==> src/rtl/frdec_pkg.sv <==
// Package: default field widths and the verdict type shared by the
// request decoder. Assumes the frame overheads are start, control,
// parity and end bits on requests, and start, parity and end on responses.
package frdec_pkg;
    localparam int DEF_ADDR_W   = 5;
    localparam int DEF_INFO_W   = 5;
    localparam int DEF_RSP_W    = 4;
    localparam int DEF_SEL_IDX  = 3;
    localparam int REQ_OVERHEAD = 4;
    localparam int RSP_OVERHEAD = 3;

    typedef enum logic [1:0] {
        VERDICT_NONE = 2'd0,
        VERDICT_GOOD = 2'd1,
        VERDICT_BAD  = 2'd2
    } verdict_e;
endpackage

==> src/rtl/frdec_collect.sv <==
// frdec_collect: shifts decoded bus bits into a LEN-bit frame word.
// Assumes bit_valid marks one new bit per strobe. A 1 while idle is
// treated as an idle line. The completed word is flagged for one cycle.
module frdec_collect #(
    parameter int LEN = 14
) (
    input  logic           clk,
    input  logic           rst_n,
    input  logic           bit_valid,
    input  logic           bit_data,
    output logic           frame_done,
    output logic [LEN-1:0] frame
);
    localparam int CW = $clog2(LEN + 1);

    logic [CW-1:0]  cnt;
    logic [LEN-1:0] sh;

    // Bit counter and shift register; a frame opens on the first 0 bit.
    always_ff @(posedge clk) begin
        if (!rst_n) begin
            cnt        <= '0;
            sh         <= '0;
            frame_done <= 1'b0;
        end else begin
            frame_done <= 1'b0;
            if (bit_valid && !(cnt == '0 && bit_data)) begin
                sh <= {sh[LEN-2:0], bit_data};
                if (cnt == CW'(LEN - 1)) begin
                    cnt        <= '0;
                    frame_done <= 1'b1;
                end else begin
                    cnt <= cnt + 1'b1;
                end
            end
        end
    end

    assign frame = sh;
endmodule

==> src/rtl/frdec_check.sv <==
// frdec_check: validates a completed request word and splits its fields.
// Assumes MSB-first order: start, control, address, info, parity, end.
// Outputs pulse for one cycle; the fields hold the last good frame.
module frdec_check
    import frdec_pkg::*;
#(
    parameter int ADDR_W  = DEF_ADDR_W,
    parameter int INFO_W  = DEF_INFO_W,
    parameter int SEL_IDX = DEF_SEL_IDX
) (
    input  logic                        clk,
    input  logic                        rst_n,
    input  logic                        frame_done,
    input  logic [ADDR_W+INFO_W+3:0]    frame,
    input  logic                        ext_mode,
    input  logic [ADDR_W-1:0]           my_addr,
    input  logic                        my_sel,
    output logic                        req_valid,
    output logic                        req_err,
    output logic                        req_hit,
    output logic                        req_ctrl,
    output logic [ADDR_W-1:0]           req_addr,
    output logic [INFO_W-1:0]           req_info
);
    localparam int LEN     = ADDR_W + INFO_W + REQ_OVERHEAD;
    localparam int CTRL_AT = LEN - 2;
    localparam int ADDR_HI = LEN - 3;
    localparam int INFO_HI = ADDR_HI - ADDR_W;

    logic              f_start, f_ctrl, f_end, par_even, addr_match;
    logic [ADDR_W-1:0] f_addr;
    logic [INFO_W-1:0] f_info, info_ext, info_out;
    verdict_e          verdict;

    // Field slicing and the framing/parity verdict.
    always_comb begin
        f_start  = frame[LEN-1];
        f_ctrl   = frame[CTRL_AT];
        f_addr   = frame[ADDR_HI -: ADDR_W];
        f_info   = frame[INFO_HI -: INFO_W];
        f_end    = frame[0];
        par_even = ~^frame[LEN-2:1];
        if (!frame_done)
            verdict = VERDICT_NONE;
        else if (!f_start && f_end && par_even)
            verdict = VERDICT_GOOD;
        else
            verdict = VERDICT_BAD;
    end

    // Extended-mode info field: drop the select bit, pad zero on top.
    always_comb begin
        info_ext = '0;
        for (int k = 0; k < INFO_W - 1; k++)
            info_ext[k] = (k < SEL_IDX) ? f_info[k] : f_info[k+1];
        info_out = ext_mode ? info_ext : f_info;
    end

    // Address compare, including the A/B select bit in extended mode.
    always_comb begin
        addr_match = (f_addr == my_addr) && (!ext_mode || f_info[SEL_IDX] == my_sel);
    end

    // Registered verdict pulses and held fields of the last good frame.
    always_ff @(posedge clk) begin
        if (!rst_n) begin
            req_valid <= 1'b0;
            req_err   <= 1'b0;
            req_hit   <= 1'b0;
            req_ctrl  <= 1'b0;
            req_addr  <= '0;
            req_info  <= '0;
        end else begin
            req_valid <= (verdict == VERDICT_GOOD);
            req_err   <= (verdict == VERDICT_BAD);
            req_hit   <= (verdict == VERDICT_GOOD) && addr_match;
            if (verdict == VERDICT_GOOD) begin
                req_ctrl <= f_ctrl;
                req_addr <= f_addr;
                req_info <= info_out;
            end
        end
    end
endmodule

==> src/rtl/frdec_resp.sv <==
// frdec_resp: frames RSP_W info bits with start, even parity and end,
// and sends them MSB first. Assumes loads arriving mid-frame are dropped.
// The line idles at 1.
module frdec_resp
    import frdec_pkg::*;
#(
    parameter int RSP_W = DEF_RSP_W
) (
    input  logic             clk,
    input  logic             rst_n,
    input  logic             rsp_load,
    input  logic [RSP_W-1:0] rsp_info,
    output logic             rsp_bit,
    output logic             rsp_active
);
    localparam int RLEN = RSP_W + RSP_OVERHEAD;
    localparam int CW   = $clog2(RLEN + 1);

    logic [RLEN-1:0] sh;
    logic [CW-1:0]   left;

    // Load a fresh frame when idle, otherwise shift one bit per cycle.
    always_ff @(posedge clk) begin
        if (!rst_n) begin
            sh   <= '1;
            left <= '0;
        end else if (left == '0) begin
            if (rsp_load) begin
                sh   <= {1'b0, rsp_info, ^rsp_info, 1'b1};
                left <= CW'(RLEN);
            end
        end else begin
            sh   <= {sh[RLEN-2:0], 1'b1};
            left <= left - 1'b1;
        end
    end

    assign rsp_bit    = sh[RLEN-1];
    assign rsp_active = (left != '0);
endmodule

==> src/rtl/fieldbus_req_decoder.sv <==
// fieldbus_req_decoder: top level of the request decoder and response
// sender. Assumes Manchester decoding happens upstream. The control bit
// is passed out as is; the command meaning is decoded elsewhere.
module fieldbus_req_decoder
    import frdec_pkg::*;
#(
    parameter int ADDR_W  = DEF_ADDR_W,
    parameter int INFO_W  = DEF_INFO_W,
    parameter int SEL_IDX = DEF_SEL_IDX,
    parameter int RSP_W   = DEF_RSP_W
) (
    input  logic              clk,
    input  logic              rst_n,
    input  logic              bit_valid,
    input  logic              bit_data,
    input  logic              ext_mode,
    input  logic [ADDR_W-1:0] my_addr,
    input  logic              my_sel,
    output logic              req_valid,
    output logic              req_err,
    output logic              req_hit,
    output logic              req_ctrl,
    output logic [ADDR_W-1:0] req_addr,
    output logic [INFO_W-1:0] req_info,
    output logic              addr_default,
    input  logic              rsp_load,
    input  logic [RSP_W-1:0]  rsp_info,
    output logic              rsp_bit,
    output logic              rsp_active
);
    localparam int LEN = ADDR_W + INFO_W + REQ_OVERHEAD;

    logic           frame_done;
    logic [LEN-1:0] frame;

    frdec_collect #(.LEN(LEN)) u_collect (
        .clk        (clk),
        .rst_n      (rst_n),
        .bit_valid  (bit_valid),
        .bit_data   (bit_data),
        .frame_done (frame_done),
        .frame      (frame)
    );

    frdec_check #(.ADDR_W(ADDR_W), .INFO_W(INFO_W), .SEL_IDX(SEL_IDX)) u_check (
        .clk        (clk),
        .rst_n      (rst_n),
        .frame_done (frame_done),
        .frame      (frame),
        .ext_mode   (ext_mode),
        .my_addr    (my_addr),
        .my_sel     (my_sel),
        .req_valid  (req_valid),
        .req_err    (req_err),
        .req_hit    (req_hit),
        .req_ctrl   (req_ctrl),
        .req_addr   (req_addr),
        .req_info   (req_info)
    );

    frdec_resp #(.RSP_W(RSP_W)) u_resp (
        .clk        (clk),
        .rst_n      (rst_n),
        .rsp_load   (rsp_load),
        .rsp_info   (rsp_info),
        .rsp_bit    (rsp_bit),
        .rsp_active (rsp_active)
    );

    // Flag for the unprogrammed default address.
    assign addr_default = (my_addr == '0);
endmodule

==> config.mk <==
export PLATFORM = sky130hd
export DESIGN_NAME = fieldbus_req_decoder
export DESIGN_NICKNAME = d
export VERILOG_FILES = /design/src/rtl/frdec_pkg.sv /design/src/rtl/frdec_collect.sv /design/src/rtl/frdec_check.sv /design/src/rtl/frdec_resp.sv /design/src/rtl/fieldbus_req_decoder.sv
export SDC_FILE = /design/constraint.sdc
export NUM_CORES = 1
export LEC_CHECK = 0
export CAP_MARGIN = 30
export CORE_MARGIN = 10
export CORE_UTILIZATION = 47
export DETAILED_ROUTE_END_ITERATION = 6
export PLACE_DENSITY = 0.75
export SETUP_SLACK_MARGIN = 0.4
export SLEW_MARGIN = 25
export SYNTH_ARGS = -nofsm -noshare
export SYNTH_HDL_FRONTEND = slang
export SYNTH_SLANG_ARGS = --single-unit
==> constraint.sdc <==
create_clock -name clk -period 1.85 [get_ports clk]
set_clock_uncertainty 0.2 [all_clocks]
set_input_delay 0.37 -clock clk [delete_from_list [all_inputs] [get_ports clk]]
set_output_delay 0.37 -clock clk [all_outputs]
set_load 0.03 [all_outputs]
==> run summary <==
Syn Area/Cell: 9.620 um^2
Yosys reg bits: 42
Max rail drop VDD: 0.0008539 V
CTS tree: done
Layout Utilization: 72.83%
largest net degree at the start of global routing: 27
drt drc: 0
dpl hpwl: 2924 um
CP Cell Sequence: xnor2_2 -> xnor2_2 -> buf_4 -> xor3_2 -> nor3_4 -> and3_1
Hold Fails Final Rpt: 0
crit path max fanout: 6
core outline area: 0.003771 mm^2
fraction of registers with async set/reset: 0%
final worst slack: -0.09936 ns
type of the worst min-delay path: reg -> reg
Post-synth EDFFs: 0
failing checks: setup timing
sequential cell area: 873.3 um^2
global-route wire length before repair: 7728 um
Area Overhead vs Synth: 45.65%
max cap viols: 0
crit path kind: reg -> reg
slowest stage cell, crit path: xor3_2
final hold slack: 0.2507 ns
Clock Tree Buf Depth: 2
vias: 1,648
initial antenna violation count: 0
Synth Warn #: 0
crit start category: flip-flop
pre-CTS setup slack: -0.2976 ns
Post-Layout Cell Count: 310
Fillers: 279
commonest non-fill, non-tap cell in the layout: buf_4
most used cell, CP: xnor2_2
Post-Syn Area: 0.001886 mm^2
CTS root buf: clkbuf_8
CTS clk-pin slew, worst paths: 0.08 ns
Syn Nets: 214
status: finished with violations
Worst EP arrival: 1.99 ns
GRT overflow: 0
gpl congestion: 0.7677
ratio of cells with drive above 1 in the final layout: 45.42%
Pleak: 1.167 nW
Post-DRT Antenna Nets: 0
fmax: 0.5130 GHz
TritonCTS Sinks: 42
IO Pins: 33
most frequent cells in the layout: buf_4, dfxtp_1, mux2i_1, nor2_1
Max stage delay on crit path: 0.53 ns
total number of H-tree levels: 2
area of the multi-input gates: 0.001154 mm^2
Total GRT Usage: 13.09%
Cells after DPL: 285
initial DRC count: 116
sequential element share of the synthesized area: 44.59%
Nets: 280
effective utilization at floorplan: 50.00%
Die Height: 83.34 um
# rows: 22
Syn Inst Count: 196
Synth Flop Type: dfxtp_1
Final Setup Violations: 13
Max transition margin: 72.76%
CP Capture Type: flip-flop
worst slew pin tran: 0.4082 ns
Total Wirelength: 4846 um
setup TNS: -0.7359 ns
unrepaired setup endpoints after global routing: true
Tcrit/Tclk final: 105.4%
Synth cell types: 38
power consumption: 2.295 mW
placed cell area: 0.002415 mm^2
IO buf count: 32
Tmin final: 1.949 ns
routed length per placed instance: 15.63 um
n_diodes: 0
DIE WIDTH: 83.34 um
PwrDens: 835.6 mW/mm^2
Req. time, crit path: 1.89 ns
cts bufs inserted: 5
via count of the first global-routing pass: 1,614
die area: 0.006946 mm^2
max-slew violation count: 0
Design Area, Final: 0.002746 mm^2
first-pass detailed-route iteration total: 4
vias per cell: 5.316
Worst-Skew Late Latency: 0.29 ns
==> Yosys cell counts, types with 2 or more instances <==
cell type | instances | area [um^2]
nor2_1 | 22 | 82.58
nor2b_1 | 2 | 12.51
nand2_1 | 9 | 33.78
clkbuf_1 | 7 | 26.28
o21ai_0 | 3 | 15.01
o211ai_1 | 4 | 30.03
nor3b_1 | 2 | 15.01
nand3_1 | 10 | 50.05
nor3_1 | 2 | 10.01
buf_6 | 2 | 22.52
ha_1 | 2 | 25.02
o21ai_1 | 8 | 40.04
mux2i_1 | 19 | 190.2
xnor2_1 | 11 | 96.34
a211oi_1 | 4 | 30.03
dfxtp_1 | 42 | 840.8
xor2_1 | 7 | 61.31
inv_1 | 5 | 18.77
nand4b_1 | 2 | 17.52
a21oi_1 | 15 | 75.07
==> worst max-delay path, delay by kind of cell, from the launching register on <==
family	cells	cell delay (ns)
XOR/XNOR	3	0.82
buffers and inverters	1	0.15
AND/OR/NAND/NOR	2	0.32
flip-flops	1	0.41
==> final timing paths <==
kind	startpoint	to	slack [ns]	cells past startpoint
worst max-delay path	u_collect.frame[6]	u_check.req_hit	-0.1	6
worst min-delay path	u_collect.frame_done	u_check.req_err	0.25	2
worst max register to register	u_collect.frame[6]	u_check.req_hit	-0.1	6
worst min register to register	u_collect.frame_done	u_check.req_err	0.25	2
==> sequential cells by signal (all words and copies together), names as in the netlist <==
register              cells
u_resp.left               3
u_check.req_err           1
u_check.req_ctrl          1
u_collect.cnt             4
u_check.req_hit           1
u_collect.frame          14
u_check.req_addr          5
u_check.req_info          5
u_resp.sh                 6
u_check.req_valid         1
u_collect.frame_done      1
==> logic make-up after synthesis <==
kind of cell               after synthesis  synth area share (%)
adders and majority gates                2                 1.327
and+or+nand+nor                         55                 14.00
buffers and inverters                   17                 4.844
AOI/OAI and AO/OA                       40                 13.34
DFF                                     42                 44.59
xor gates and xnor gates                21                 11.81
muxes                                   19                 10.09
==> cell type report <==
| class | count | area share, % |
|---|---|---|
| Inverter | 6 | 0.9112 |
| Timing Repair Buffer | 69 | 20.32 |
| Sequential cell | 42 | 31.80 |
| Clock buffer | 7 | 2.779 |
| Tap cell | 48 | 2.187 |
| Multi-Input combinational cell | 138 | 42.00 |
==> power breakdown <==
group	leakage [nW]	switching (mW)	internal [mW]	total [mW]
combinational	0.778	0.338	0.349	0.687
clock	0.0383	0.295	0.260	0.556
sequential	0.351	0.0590	0.993	1.05
==> per-layer routing <==
metal | vias up | GRT usage (%) | routed length [um]
met1 | 776 | 15.28 | 2171
met2 | 49 | 22.07 | 2289
met3 | 9 | 4.395 | 290
li1 | 814 | - | -
met4 | 0 | 3.692 | 95
met5 | - | 0 | 0
==> timing repair <==
| item | 4_1_cts | 5_1_grt |
|---|---|---|
| pin swaps | 17 | 18 |
| setup buffers | 11 | 5 |
| hold buffers | 0 | 0 |
| cloned | 2 | 0 |
| setup endpoints to repair | 47 | 35 |
| gates resized for setup | 122 | 33 |
(Power assumes the default switching activity.)
